**src/rtl/pwb_pkg.sv**
```systemverilog
// Shared helpers for the posted-write / prefetch bridge buffer.
// Assumes: depths are at least 1.
package pwb_pkg;

    // Width of a pointer that indexes a queue of the given depth.
    function automatic int ptr_width(input int depth);
        return (depth > 1) ? $clog2(depth) : 1;
    endfunction

    // Width of a counter that must hold values 0..depth.
    function automatic int cnt_width(input int depth);
        return $clog2(depth + 1);
    endfunction

endpackage

```
**src/rtl/pwb_fifo.sv**
```systemverilog
// Synchronous queue with a single-cycle flush.
// What it does: stores up to DEPTH words and presents the oldest word on rdata.
//   A push is ignored when full and a pop is ignored when empty.
//   Flush empties the queue and overrides any push or pop in the same cycle.
// Assumes: one clock; any DEPTH >= 1 (power of two not required).
module pwb_fifo #(
    parameter int W     = 32,
    parameter int DEPTH = 4
) (
    input  logic         clk,
    input  logic         rst_n,
    input  logic         flush,
    input  logic         push,
    input  logic [W-1:0] wdata,
    input  logic         pop,
    output logic [W-1:0] rdata,
    output logic         empty,
    output logic         full
);
    localparam int PW = pwb_pkg::ptr_width(DEPTH);
    localparam int CW = pwb_pkg::cnt_width(DEPTH);

    logic [W-1:0]  mem [DEPTH];
    logic [PW-1:0] wr_ptr, rd_ptr;
    logic [CW-1:0] fill;
    logic          do_push, do_pop;

    // Advance a pointer with wrap at DEPTH-1.
    function automatic logic [PW-1:0] bump(input logic [PW-1:0] p);
        return (p == PW'(DEPTH - 1)) ? '0 : p + 1'b1;
    endfunction

    // Qualify requests against occupancy and flush.
    always_comb begin
        do_push = push && !full  && !flush;
        do_pop  = pop  && !empty && !flush;
    end

    // Pointer and occupancy bookkeeping.
    always_ff @(posedge clk) begin
        if (!rst_n || flush) begin
            wr_ptr <= '0;
            rd_ptr <= '0;
            fill   <= '0;
        end else begin
            if (do_push) wr_ptr <= bump(wr_ptr);
            if (do_pop)  rd_ptr <= bump(rd_ptr);
            case ({do_push, do_pop})
                2'b10:   fill <= fill + 1'b1;
                2'b01:   fill <= fill - 1'b1;
                default: fill <= fill;
            endcase
        end
    end

    // Storage write port.
    always_ff @(posedge clk) begin
        if (do_push) mem[wr_ptr] <= wdata;
    end

    // Status and head word.
    always_comb begin
        empty = (fill == '0);
        full  = (fill == CW'(DEPTH));
        rdata = mem[rd_ptr];
    end

endmodule

```
**src/rtl/pwb_rd_gate.sv**
```systemverilog
// Read ordering gate.
// What it does: forwards a host read request to the target only while no
//   posted write is pending and no abort is in progress, so a read never
//   overtakes an earlier write and never starts in the flush cycle.
// Assumes: wq_empty comes from a register (no combinational loop).
module pwb_rd_gate #(
    parameter int AW = 16
) (
    input  logic          wq_empty,
    input  logic          abort,
    input  logic          hr_valid,
    input  logic [AW-1:0] hr_addr,
    output logic          hr_ready,
    output logic          tr_req_valid,
    input  logic          tr_req_ready,
    output logic [AW-1:0] tr_req_addr
);
    logic go;

    // Release condition and request pass-through.
    always_comb begin
        go           = wq_empty && !abort;
        tr_req_valid = hr_valid && go;
        hr_ready     = tr_req_ready && go;
        tr_req_addr  = hr_addr;
    end

endmodule

```
**src/rtl/pwb_err_irq.sv**
```systemverilog
// Sticky write-error interrupt.
// What it does: sets on an error reported with a completing target write and
//   holds until cleared. A new error in the clear cycle wins over the clear.
// Assumes: wr_done marks a completed target write handshake.
module pwb_err_irq (
    input  logic clk,
    input  logic rst_n,
    input  logic wr_done,
    input  logic wr_err,
    input  logic clr,
    output logic irq
);
    logic set_now;

    // An error only counts together with a completed write.
    always_comb set_now = wr_done && wr_err;

    // Interrupt flag with set priority over clear.
    always_ff @(posedge clk) begin
        if (!rst_n) irq <= 1'b0;
        else        irq <= set_now || (irq && !clr);
    end

endmodule

```
**src/rtl/pwb_bridge_buf.sv**
```systemverilog
// Posted-write and prefetch bridge buffer (top).
// What it does: queues host writes (address and data together) for in-order
//   draining to the target, and queues read words returned by the target for
//   the host. Reads are gated on an empty write queue, target write errors
//   raise a sticky interrupt, and a host abort flushes the read queue.
// Assumes: host and target sides share clk; front ends are external.
module pwb_bridge_buf #(
    parameter int AW       = 16,
    parameter int DW       = 32,
    parameter int WQ_DEPTH = 4,
    parameter int RQ_DEPTH = 4
) (
    input  logic          clk,
    input  logic          rst_n,
    input  logic          hw_valid,
    output logic          hw_ready,
    input  logic [AW-1:0] hw_addr,
    input  logic [DW-1:0] hw_data,
    output logic          tw_valid,
    input  logic          tw_ready,
    output logic [AW-1:0] tw_addr,
    output logic [DW-1:0] tw_data,
    input  logic          tw_err,
    output logic          irq,
    input  logic          irq_clr,
    input  logic          hr_valid,
    output logic          hr_ready,
    input  logic [AW-1:0] hr_addr,
    output logic          tr_req_valid,
    input  logic          tr_req_ready,
    output logic [AW-1:0] tr_req_addr,
    input  logic          tr_rsp_valid,
    output logic          tr_rsp_ready,
    input  logic [DW-1:0] tr_rsp_data,
    output logic          hd_valid,
    input  logic          hd_ready,
    output logic [DW-1:0] hd_data,
    input  logic          hr_abort
);
    localparam int EW = AW + DW;

    logic          wq_empty, wq_full, rq_empty, rq_full, wr_done;
    logic [EW-1:0] wq_head;

    // Posted write queue: entry is {address, data}.
    pwb_fifo #(.W(EW), .DEPTH(WQ_DEPTH)) wq_i (
        .clk   (clk),
        .rst_n (rst_n),
        .flush (1'b0),
        .push  (hw_valid),
        .wdata ({hw_addr, hw_data}),
        .pop   (tw_ready),
        .rdata (wq_head),
        .empty (wq_empty),
        .full  (wq_full)
    );

    // Prefetched read data queue, flushed on abort.
    pwb_fifo #(.W(DW), .DEPTH(RQ_DEPTH)) rq_i (
        .clk   (clk),
        .rst_n (rst_n),
        .flush (hr_abort),
        .push  (tr_rsp_valid),
        .wdata (tr_rsp_data),
        .pop   (hd_ready),
        .rdata (hd_data),
        .empty (rq_empty),
        .full  (rq_full)
    );

    // Read request held behind pending writes.
    pwb_rd_gate #(.AW(AW)) gate_i (
        .wq_empty     (wq_empty),
        .abort        (hr_abort),
        .hr_valid     (hr_valid),
        .hr_addr      (hr_addr),
        .hr_ready     (hr_ready),
        .tr_req_valid (tr_req_valid),
        .tr_req_ready (tr_req_ready),
        .tr_req_addr  (tr_req_addr)
    );

    // Error interrupt for already-posted writes.
    pwb_err_irq irq_i (
        .clk     (clk),
        .rst_n   (rst_n),
        .wr_done (wr_done),
        .wr_err  (tw_err),
        .clr     (irq_clr),
        .irq     (irq)
    );

    // Port-level status and head split.
    always_comb begin
        hw_ready     = !wq_full;
        tw_valid     = !wq_empty;
        tr_rsp_ready = !rq_full;
        hd_valid     = !rq_empty;
        wr_done      = tw_valid && tw_ready;
        {tw_addr, tw_data} = wq_head;
    end

endmodule

```
**config.mk**
```make
export PLATFORM = sky130hd
export DESIGN_NAME = pwb_bridge_buf
export DESIGN_NICKNAME = d
export VERILOG_FILES = /design/src/rtl/pwb_pkg.sv /design/src/rtl/pwb_fifo.sv /design/src/rtl/pwb_rd_gate.sv /design/src/rtl/pwb_err_irq.sv /design/src/rtl/pwb_bridge_buf.sv
export SDC_FILE = /design/constraint.sdc
export NUM_CORES = 1
export LEC_CHECK = 0
export ABC_CLOCK_PERIOD_IN_PS = 3000
export BUFFER_PORTS_ARGS = -buffer_cell sky130_fd_sc_hd__buf_2
export CAP_MARGIN = 20
export CORE_ASPECT_RATIO = 0.5
export CORE_MARGIN = 3
export CORE_UTILIZATION = 56
export DETAILED_ROUTE_END_ITERATION = 16
export GPL_ROUTABILITY_DRIVEN = 0
export GPL_TIMING_DRIVEN = 0
export PLACE_DENSITY = 0.77
export SLEW_MARGIN = 40
export SYNTH_ARGS = -nofsm -noshare
export SYNTH_HDL_FRONTEND = slang
export SYNTH_SLANG_ARGS = --single-unit
```
**constraint.sdc**
```tcl
create_clock -name clk -period 3 [get_ports clk]
set_clock_uncertainty 0.05 [all_clocks]
set_input_delay 0.15 -clock clk [delete_from_list [all_inputs] [get_ports clk]]
set_output_delay 0.15 -clock clk [all_outputs]
set_load 0.1 [all_outputs]
```
# Yosys cells after proc, flatten, opt, wreduce, memory -nomap -nowiden
# Memories as Yosys holds them, arrays and structs flattened. A register that Yosys moved wholly into a read port is not among the register bits.
# Index checks and enable logic that the tools add are counted.
totals:
  register_bits: 15
  ramBits: 320
  in_bits: 107
  output_inout_bits: 103
  n_memories: 2
memory_table:
  columns: ["memory", "depth", "width", "rd", "rd_ports_with_merged_regs", "write_ports", "line", "source"]
  rows:
  - ["wq_i.mem", 4, 48, 1, 1, 1, "pwb_fifo.sv:23", "logic [W-1:0] mem [DEPTH];"]
  - ["rq_i.mem", 4, 32, 1, 1, 1, "pwb_fifo.sv:23", null]
op_classes:
  addsub: 8
  eq_ne: 10
  muxes: 14
  n_reduce_logical: 24
ops:
  columns: ["op", "count"]
  rows:
  - ["$mux 2", 8]
  - ["$eq 2x2->1 const B", 6]
  - ["$pmux 3 s2", 2]
  - ["$logic_and 1x1->1", 11]
  - ["$add 2x1->2 const B", 4]
  - ["$logic_not 1->1", 7]
  - ["$add 3x1->3 const B", 2]
  - ["$eq 3x3->1 const B", 2]
  - ["$logic_not 3->1", 2]
  - ["$sub 3x1->3 const B", 2]
  - ["$eq 2x1->1 const B", 2]
  - ["$mux 1", 4]
  - ["$reduce_bool 2->1", 2]
  - ["$logic_or 1x1->1", 2]

# Logic depth before layout (Yosys ltp)
# Gate-level depths: netlist of run 1.
depth:
  depth_word: 6
  mapped_depth: 10

# Modules after synthesis
# Synthesis of run 1 repeated with hierarchy kept, for this count alone.
unflattened:
  hier_cells: 561
  hier_area_um2: 12743.5
modules_own_cells:
  columns: ["mod", "instances", "cells_per_inst", "area_each_um2", "seq_area_each_um2"]
  rows:
  - ["pwb_fifo (wq_i)", 1, 308, 7432.1, 5945.7]
  - ["pwb_fifo (rq_i)", 1, 225, 5107.4, 4023.9]
  - ["pwb_rd_gate", 1, 18, 137.6, 0.0]
  - ["pwb_err_irq", 1, 4, 41.3, 20.0]
  - ["pwb_bridge_buf", 1, 6, 25.0, 0.0]

# Least setup slack after synthesis of run 1
# OpenSTA, ideal clock, no wires.
synth_timing:
  path_kind: "flip-flop to flip-flop"
  start: "reg wq_i.fill[0]"
  end: "mem wq_i.mem[0][0] in the netlist's numbering, enable pin"
  setup_ns: 0.411
  arrival_ns: 2.219
  slack_ns: 0.320
  stages_incl_launch_ff: 4
  n_path_buf: 1
  cell_sequence: "dfxtp_1 > or3b_1 > buf_2 > and3_1"
synth_between:
  elab_chain_len: 5
synth_lines:
  columns: ["element", "line", "source"]
  rows:
  - ["start: declaration", "pwb_fifo.sv:25", "logic [CW-1:0] fill;"]
  - ["start signal: assignment", "pwb_fifo.sv:49", "2'b10: fill <= fill + 1'b1;"]
  - ["start signal: assignment", "pwb_fifo.sv:50", "2'b01: fill <= fill - 1'b1;"]
  - ["start signal: assignment", "pwb_fifo.sv:51", "default: fill <= fill;"]
  - ["$eq 3x3->1", "pwb_fifo.sv:64", "full = (fill == CW'(DEPTH));"]
  - ["$logic_not 1->1", null, null]
  - ["named net hw_ready", "pwb_bridge_buf.sv:16", "output logic hw_ready,"]
  - ["$logic_and 1x1->1", "pwb_fifo.sv:35", "do_push = push && !full && !flush;"]
  - ["$mux 1", "pwb_fifo.sv:58", "if (do_push) mem[wr_ptr] <= wdata;"]
  - ["$mux 1 (not written as such)", "pwb_fifo.sv:58", null]
  - ["end: declaration", "pwb_fifo.sv:23", null]
# The timed path passes the listed nets, and every way through them passes these cells.

==> results of run 1 <==
synthesized netlist by cell type (all sizes together), types with 4 or more instances:
cell type  instances
and2               7
and3               8
buf               31
clkbuf             5
dfxtp             19
edfxtp           320
ha                12
inv               12
mux4              80
nand2              9
nand4              5
nor2               8
o21ai              8
or3                4
kinds of logic (layout without fill, tap and decap cells):
logic type / count (synthesis) / after routing
compound gates: 14 / 14
xor+xnor: 4 / 4
fa+ha+maj: 14 / 14
buf+inv: 48 / 386
flops: 339 / 339
mux: 81 / 81
simple gates: 51 / 51
layer usage:
metal | track usage [%] | vias up | part of all wire (%)
met5 | 0 | - | 0
met1 | 27.4 | 3342 | 40
met2 | 37.6 | 188 | 53
met3 | 4.54 | 40 | 4.8
met4 | 5.35 | 0 | 2.2
li1 | - | 2895 | -
power by group:
part	internal, mW	total [mW]	switching (mW)
clock network	1.83	3.39	1.56
registers	5.51	5.61	0.0982
logic	0.954	4.20	3.25
flip-flops by register name (all words and copies together) (netlist names), named ones only:
register,cells
irq_i.irq,1
rq_i.fill,3
wq_i.rd_ptr,2
wq_i.fill,3
wq_i.wr_ptr,2
rq_i.wr_ptr,2
rq_i.mem,128
rq_i.rd_ptr,2
wq_i.mem,192
layout by cell type, fill, tap and decap left out, types with 2 or more instances in the layout:
| master | count |
|---|---|
| or3b_1 | 2 |
| edfxtp_1 | 320 |
| buf_2 | 198 |
| o21ai_0 | 7 |
| buf_12 | 4 |
| nand3_1 | 3 |
| mux4_2 | 80 |
| inv_1 | 12 |
| clkinv_2 | 4 |
| o31ai_1 | 2 |
| and2_4 | 3 |
| ha_1 | 12 |
| nor2b_1 | 2 |
| buf_1 | 3 |
| clkbuf_16 | 29 |
| nand2_1 | 9 |
| nor2_1 | 8 |
| a21oi_1 | 2 |
| and2_1 | 4 |
| buf_4 | 22 |
| or3_1 | 3 |
| xor2_1 | 3 |
| fa_1 | 2 |
| clkbuf_1 | 24 |
| dlygate4sd3_1 | 87 |
| nand4_1 | 5 |
| and3_4 | 8 |
| dfxtp_1 | 19 |
final cells by class:
cell class,count,area [um2]
multi-input cells,164,2450
repair buffers,284,1920
clock inverters,5,28.8
well taps,300,375
plain buffers,36,231
flip-flops and latches,339,9990
inverters,12,45.0
clock buffers,49,811
fillers,1326,6120
worst max-delay path: cells and delay by family, from the launching register on:
family | cells | cell delay (ps)
muxes | 1 | 250
DFF | 1 | 380
buffers and inverters | 3 | 1370
metrics by stage:
step | std cells | worst slack, ps | cell area [um2]
finish | 1189 | 241 | 15800
global route | 1189 | 38.6 | 15800
CTS | 1189 | 136 | 15800
detailed placement | 1048 | 473 | 14100
global placement | 1044 | -208 | 14000
floorplan | 551 | 320 | 12700
final timing paths:
path                            slack [ps]      startpoint  cells after the start             end
worst min register to register         450  wq_i.wr_ptr[1]                      2  wq_i.wr_ptr[1]
worst max-delay path                   240            flop                      4     tw_addr[14]
worst max register to register         410    wq_i.fill[0]                     10    wq_i.fill[2]
worst min-delay path                    40    tr_rsp_valid                      4  rq_i.wr_ptr[0]
==> out/qor.yml, run 1 <==
outcome: "completed"
antenna-diode-count: 0
drtPass1Iterations: 5
wl_um: 25100
grt_first_pass_wirelength_um: 39500
critical_path.endpoint_type: "primary output"
synth_warnings: 0
grt_antenna_before_repair: 0
hold_path_class: "primary input to flop"
post-dp-hpwl_um: 14900
slowest_stage: "clkbuf_1"
final_hold_viol_count: 0
synth.ff_latch_count: 339
worstMarginPinSlew_ps: 710
design.core.area_um2: 22000
post-layout-total-power_mw: 13.2
largest_family_of_logic_cells_by_synthesized_area: "multiplexers"
vdd_drop_max_mv: 0.591
synth.avg_cell_area_um2: 23.0
setup-tns-final_ps: 0
die_x_um: 219
cp.arrival_ps: 2560
synth_area_um2: 12700
detailroute.via_count: 6465
power_leakage_nw: 5.48
ranking_of_synthesized_cells_by_area: "edfxtp_1 76%, mux4_2 14%, dfxtp_1 3.0%, buf_4 1.3%, ha_1 1.2%"
path_cells: "clkbuf_1 -> buf_2 -> mux4_2 -> buf_2"
ys_async_sr_fraction_pct: 0
synth_simple_gate_area_share_pct: 2.33
drt.antenna.violating_nets: 0
top_area_cell_type_share_of_the_netlist_area_pct: 75.8
flow.area_growth_from_synthesis_pct: 25.0
fp.dieH_um: 112
postCtsSetupBuffers: 0
cts_buffers: 29
clk_transition_reported_paths_ps: 70
synth-main-ff-cell: "edfxtp_1"
timing.final.setup_violations: 0
groute.usage.overall_pct: 21.3
final_util_pct: 72.1
min_period_ps: 2760
synthMuxAreaShare_pct: 14.3
slew_violations: 0
floorplan.initialDensity_pct: 57.7
overflow: 0
timing.critical_path.fanout_max: 10
place.port_buffers: 193
fin_hold_ws_ps: 36.6
final.period_utilization_pct: 92.0
path_class: "flop to primary output"
grt_start_max_net_pins: 33
cts.sinks: 339
ctsHtreeMaxLevel: 1
synth_cell_type_count: 35
yosys.area.top_type: "edfxtp_1"
synth_enable_flop_cells: 320
detail_route.drc_violations: 0
crit_path_start_kind: "flop"
cap_viol_max_count: 0
cp_slowest_stage_delay_ps: 530
synth-compound-area-share_pct: 0.641
drt_first_iter_violations: 504
setup_repair_after_global_routing_missed_its_margin: "false"
post_cts_resize_count: 0
fmax_mhz: 362
p_per_area_nw_per_um2: 833
share_of_the_synthesized_netlist_area_taken_by_xor_and_xnor_gates_pct: 0.276
mapped_nets: 672
cts-hold-fix-buffers: 87
fraction_of_layout_instances_using_a_drive_strength_above_1_pct: 39.7
ioPinCount: 210
synth_seq_area_share_pct: 78.8
clock_tree_from_tritoncts: "done"
cts_root_buffer: "clkbuf_16"
fp.dieArea_um2: 24600
clk_path_buf_depth: 3
first_global_vias: 6952
slew_headroom_pct: 52.7
synth_adder_area_share_pct: 1.50
clk_latency_ps: 550
nets: 987
timing.critical_path.mode_cell: "buf_2"
via_per_inst: 5.44
placementRows: 38
post_drt_wl_per_cell_um: 21.1
critical_path_rt_ps: 2800
netlist_instances: 551
No activity file was read; power rests on OpenSTA's default activity.
==> run 2, diff against run 1 <==
--- a/config.mk
+++ b/config.mk
@@ -7,10 +7,10 @@
 export LEC_CHECK = 0
 export ABC_CLOCK_PERIOD_IN_PS = 3000
-export BUFFER_PORTS_ARGS = -buffer_cell sky130_fd_sc_hd__buf_2
 export CAP_MARGIN = 20
 export CORE_ASPECT_RATIO = 0.5
 export CORE_MARGIN = 3
-export CORE_UTILIZATION = 56
+export CORE_UTILIZATION = 63
 export DETAILED_ROUTE_END_ITERATION = 16
+export DONT_BUFFER_PORTS = 1
 export GPL_ROUTABILITY_DRIVEN = 0
 export GPL_TIMING_DRIVEN = 0
==> constraint.sdc (replaced) <==
create_clock -name clk -period 3 [get_ports clk]
set_clock_uncertainty 0.05 [all_clocks]
set_input_delay 0.3 -clock clk [delete_from_list [all_inputs] [get_ports clk]]
set_output_delay 0.3 -clock clk [all_outputs]
set_load 0.1 [all_outputs]
==> out/qor.yml, run 2 (synthesis gave the netlist of run 1 again) <==
worstMarginPinSlew_ps: 707  # -2.70 ps
seq_area_um2: 9990  # about the same
groute.usage.overall_pct: 23.3  # +2.0 points
drt_first_iter_violations: 454  # -9.9%
postCtsSetupBuffers: 0  # unchanged
placementRows: 35  # -7.9%
design.core.area_um2: 19000  # -13%
drtPass1Iterations: 4  # -1
fraction_of_layout_instances_using_a_drive_strength_above_1_pct: 24.4  # -15 points
fp.dieArea_um2: 22000  # -11%
clk_path_buf_depth: 3  # unchanged
detail_route.drc_violations: 0  # unchanged
grt_antenna_before_repair: 1  # +1
cp.arrival_ps: 3320  # +760 ps
grt_start_max_net_pins: 33  # unchanged
layout.cells.most_common_list: "320 x edfxtp_1, 86 x dlygate4sd3_1, 80 x mux4_2"
post_drt_wl_per_cell_um: 25.8  # +22%
detailroute.via_count: 5829  # -9.8%
multiInputGateArea_um2: 2450  # +0.15%
n_fill_cell: 956  # -28%
clk_transition_reported_paths_ps: 70  # about the same
place.port_buffers: 0  # -100%
final_hold_viol_count: 0  # unchanged
hold_path_class: "primary input to flop"
crit_path_start_kind: "flop"
drt.antenna.violating_nets: 0  # unchanged
final-instance-count-excl-fill: 952  # -20%
ioPinCount: 210  # unchanged
worst_slack_ps: 97.3  # -144 ps
vdd_drop_max_mv: 0.653  # +10%
critical_path_rt_ps: 3420  # +620 ps
power_leakage_nw: 4.75  # -13%
clk_latency_ps: 550  # about the same
timing.final.setup_violations: 0  # unchanged
first_global_vias: 6272  # -9.8%
fmax_mhz: 345  # -4.9%
setup_repair_after_global_routing_missed_its_margin: "false"
wl_um: 24600  # -2.2%
nets: 792  # -20%
post-dp-hpwl_um: 14400  # -3.4%
cts_buffers: 28  # -3.4%
critical_path.endpoint_type: "flop"
p_per_area_nw_per_um2: 884  # +6.1%
die_x_um: 207  # -5.6%
ctsHtreeMaxLevel: 1  # unchanged
flow.area_growth_from_synthesis_pct: 17.5
final.period_utilization_pct: 96.8  # +4.8 points
max_flop_register: "wq_i.mem"
outcome: "completed"
cts_root_buffer: "clkbuf_16"
timing.reg2reg.setup_slack_ps: 100  # -310 ps
min_period_ps: 2900  # +144 ps
clock_tree_from_tritoncts: "done"
placement.setup.worst_slack_ps: 203  # -269 ps
overflow: 0  # unchanged
slew_headroom_pct: 52.9  # +0.18 points
fp.dieH_um: 106  # -5.4%
path_class: "flop to flop"
floorplan.initialDensity_pct: 66.6  # +8.8 points
grt_first_pass_wirelength_um: 37800  # -4.3%
numPlacedInstances: 814  # -22%
slew_violations: 0  # unchanged
cap_viol_max_count: 0  # unchanged
via_per_inst: 6.12  # +13%
cts.sinks: 339  # unchanged
timing.critical_path.fanout_max: 7  # -3
number_of_flip_flops_under_the_largest_register_name: 192  # unchanged
largestRegisters: "wq_i.mem (192), rq_i.mem (128)"
layout.cells.most_common: "edfxtp_1"
## run 2: final cells by class
type                            instances  area share, %
Antenna cell                            1         0.0168
Clock buffer                           33           4.97
Inverter                               12          0.302
Multi-Input combinational cell        164           16.5
Sequential cell                       339           67.1
Timing Repair Buffer                   90           6.32
Tap cell                              259           2.18
Buffer                                 36           1.57
Clock inverter                         18           1.11
## run 2: final timing paths
kind                 from           end  cells past startpoint
max          wq_i.fill[2]  wq_i.fill[2]                     10
min              hd_ready          flop                      3
max reg2reg  wq_i.fill[2]  wq_i.fill[2]                     10
min reg2reg  rq_i.fill[2]  rq_i.fill[2]                      2
## run 2: timing repair
item                                    4_1_cts  5_1_grt
hold buffers                                 86        0
endpoints found under the setup margin        0        1
endpoints found under the hold margin       336        0
resized for setup                             0        1
## run 2: metrics by stage
step                util, %  hold WS, ps  setup TNS [ps]  cell area [um2]  power, mW
finish                 78.2         72.5               0            14900       13.2
global route           78.2         98.1               0            14900       13.6
CTS                    78.2         52.0               0            14900       13.3
detailed placement     68.9          349               0            13100       9.51
global placement       68.3          349         -112530            13000       9.45
floorplan                 -          349               0            12700       9.13
## run 2: power by group
| part | switching [mW] | internal [mW] | total (mW) |
|---|---|---|---|
| logic | 3.17 | 0.737 | 3.91 |
| registers | 0.118 | 5.51 | 5.63 |
| clock network | 1.61 | 2.02 | 3.63 |
| total | 4.91 | 8.27 | 13.2 |
## run 2: metal layers
metal | routed length (um) | track usage [%]
met2 | 12600 | 39.3
met4 | 444 | 5.03
met5 | 0 | 0
met3 | 2070 | 6.24
met1 | 9410 | 31.2
## run 2: worst max-delay path, stage by stage, from the launching register on
cell	delay [ps]
dfxtp_1	400
or3b_1	380
clkbuf_4	320
and2_4	260
inv_1	60
ha_1	170
inv_1	70
fa_1	430
xor2_1	170
or3_1	340
a21boi_0	180
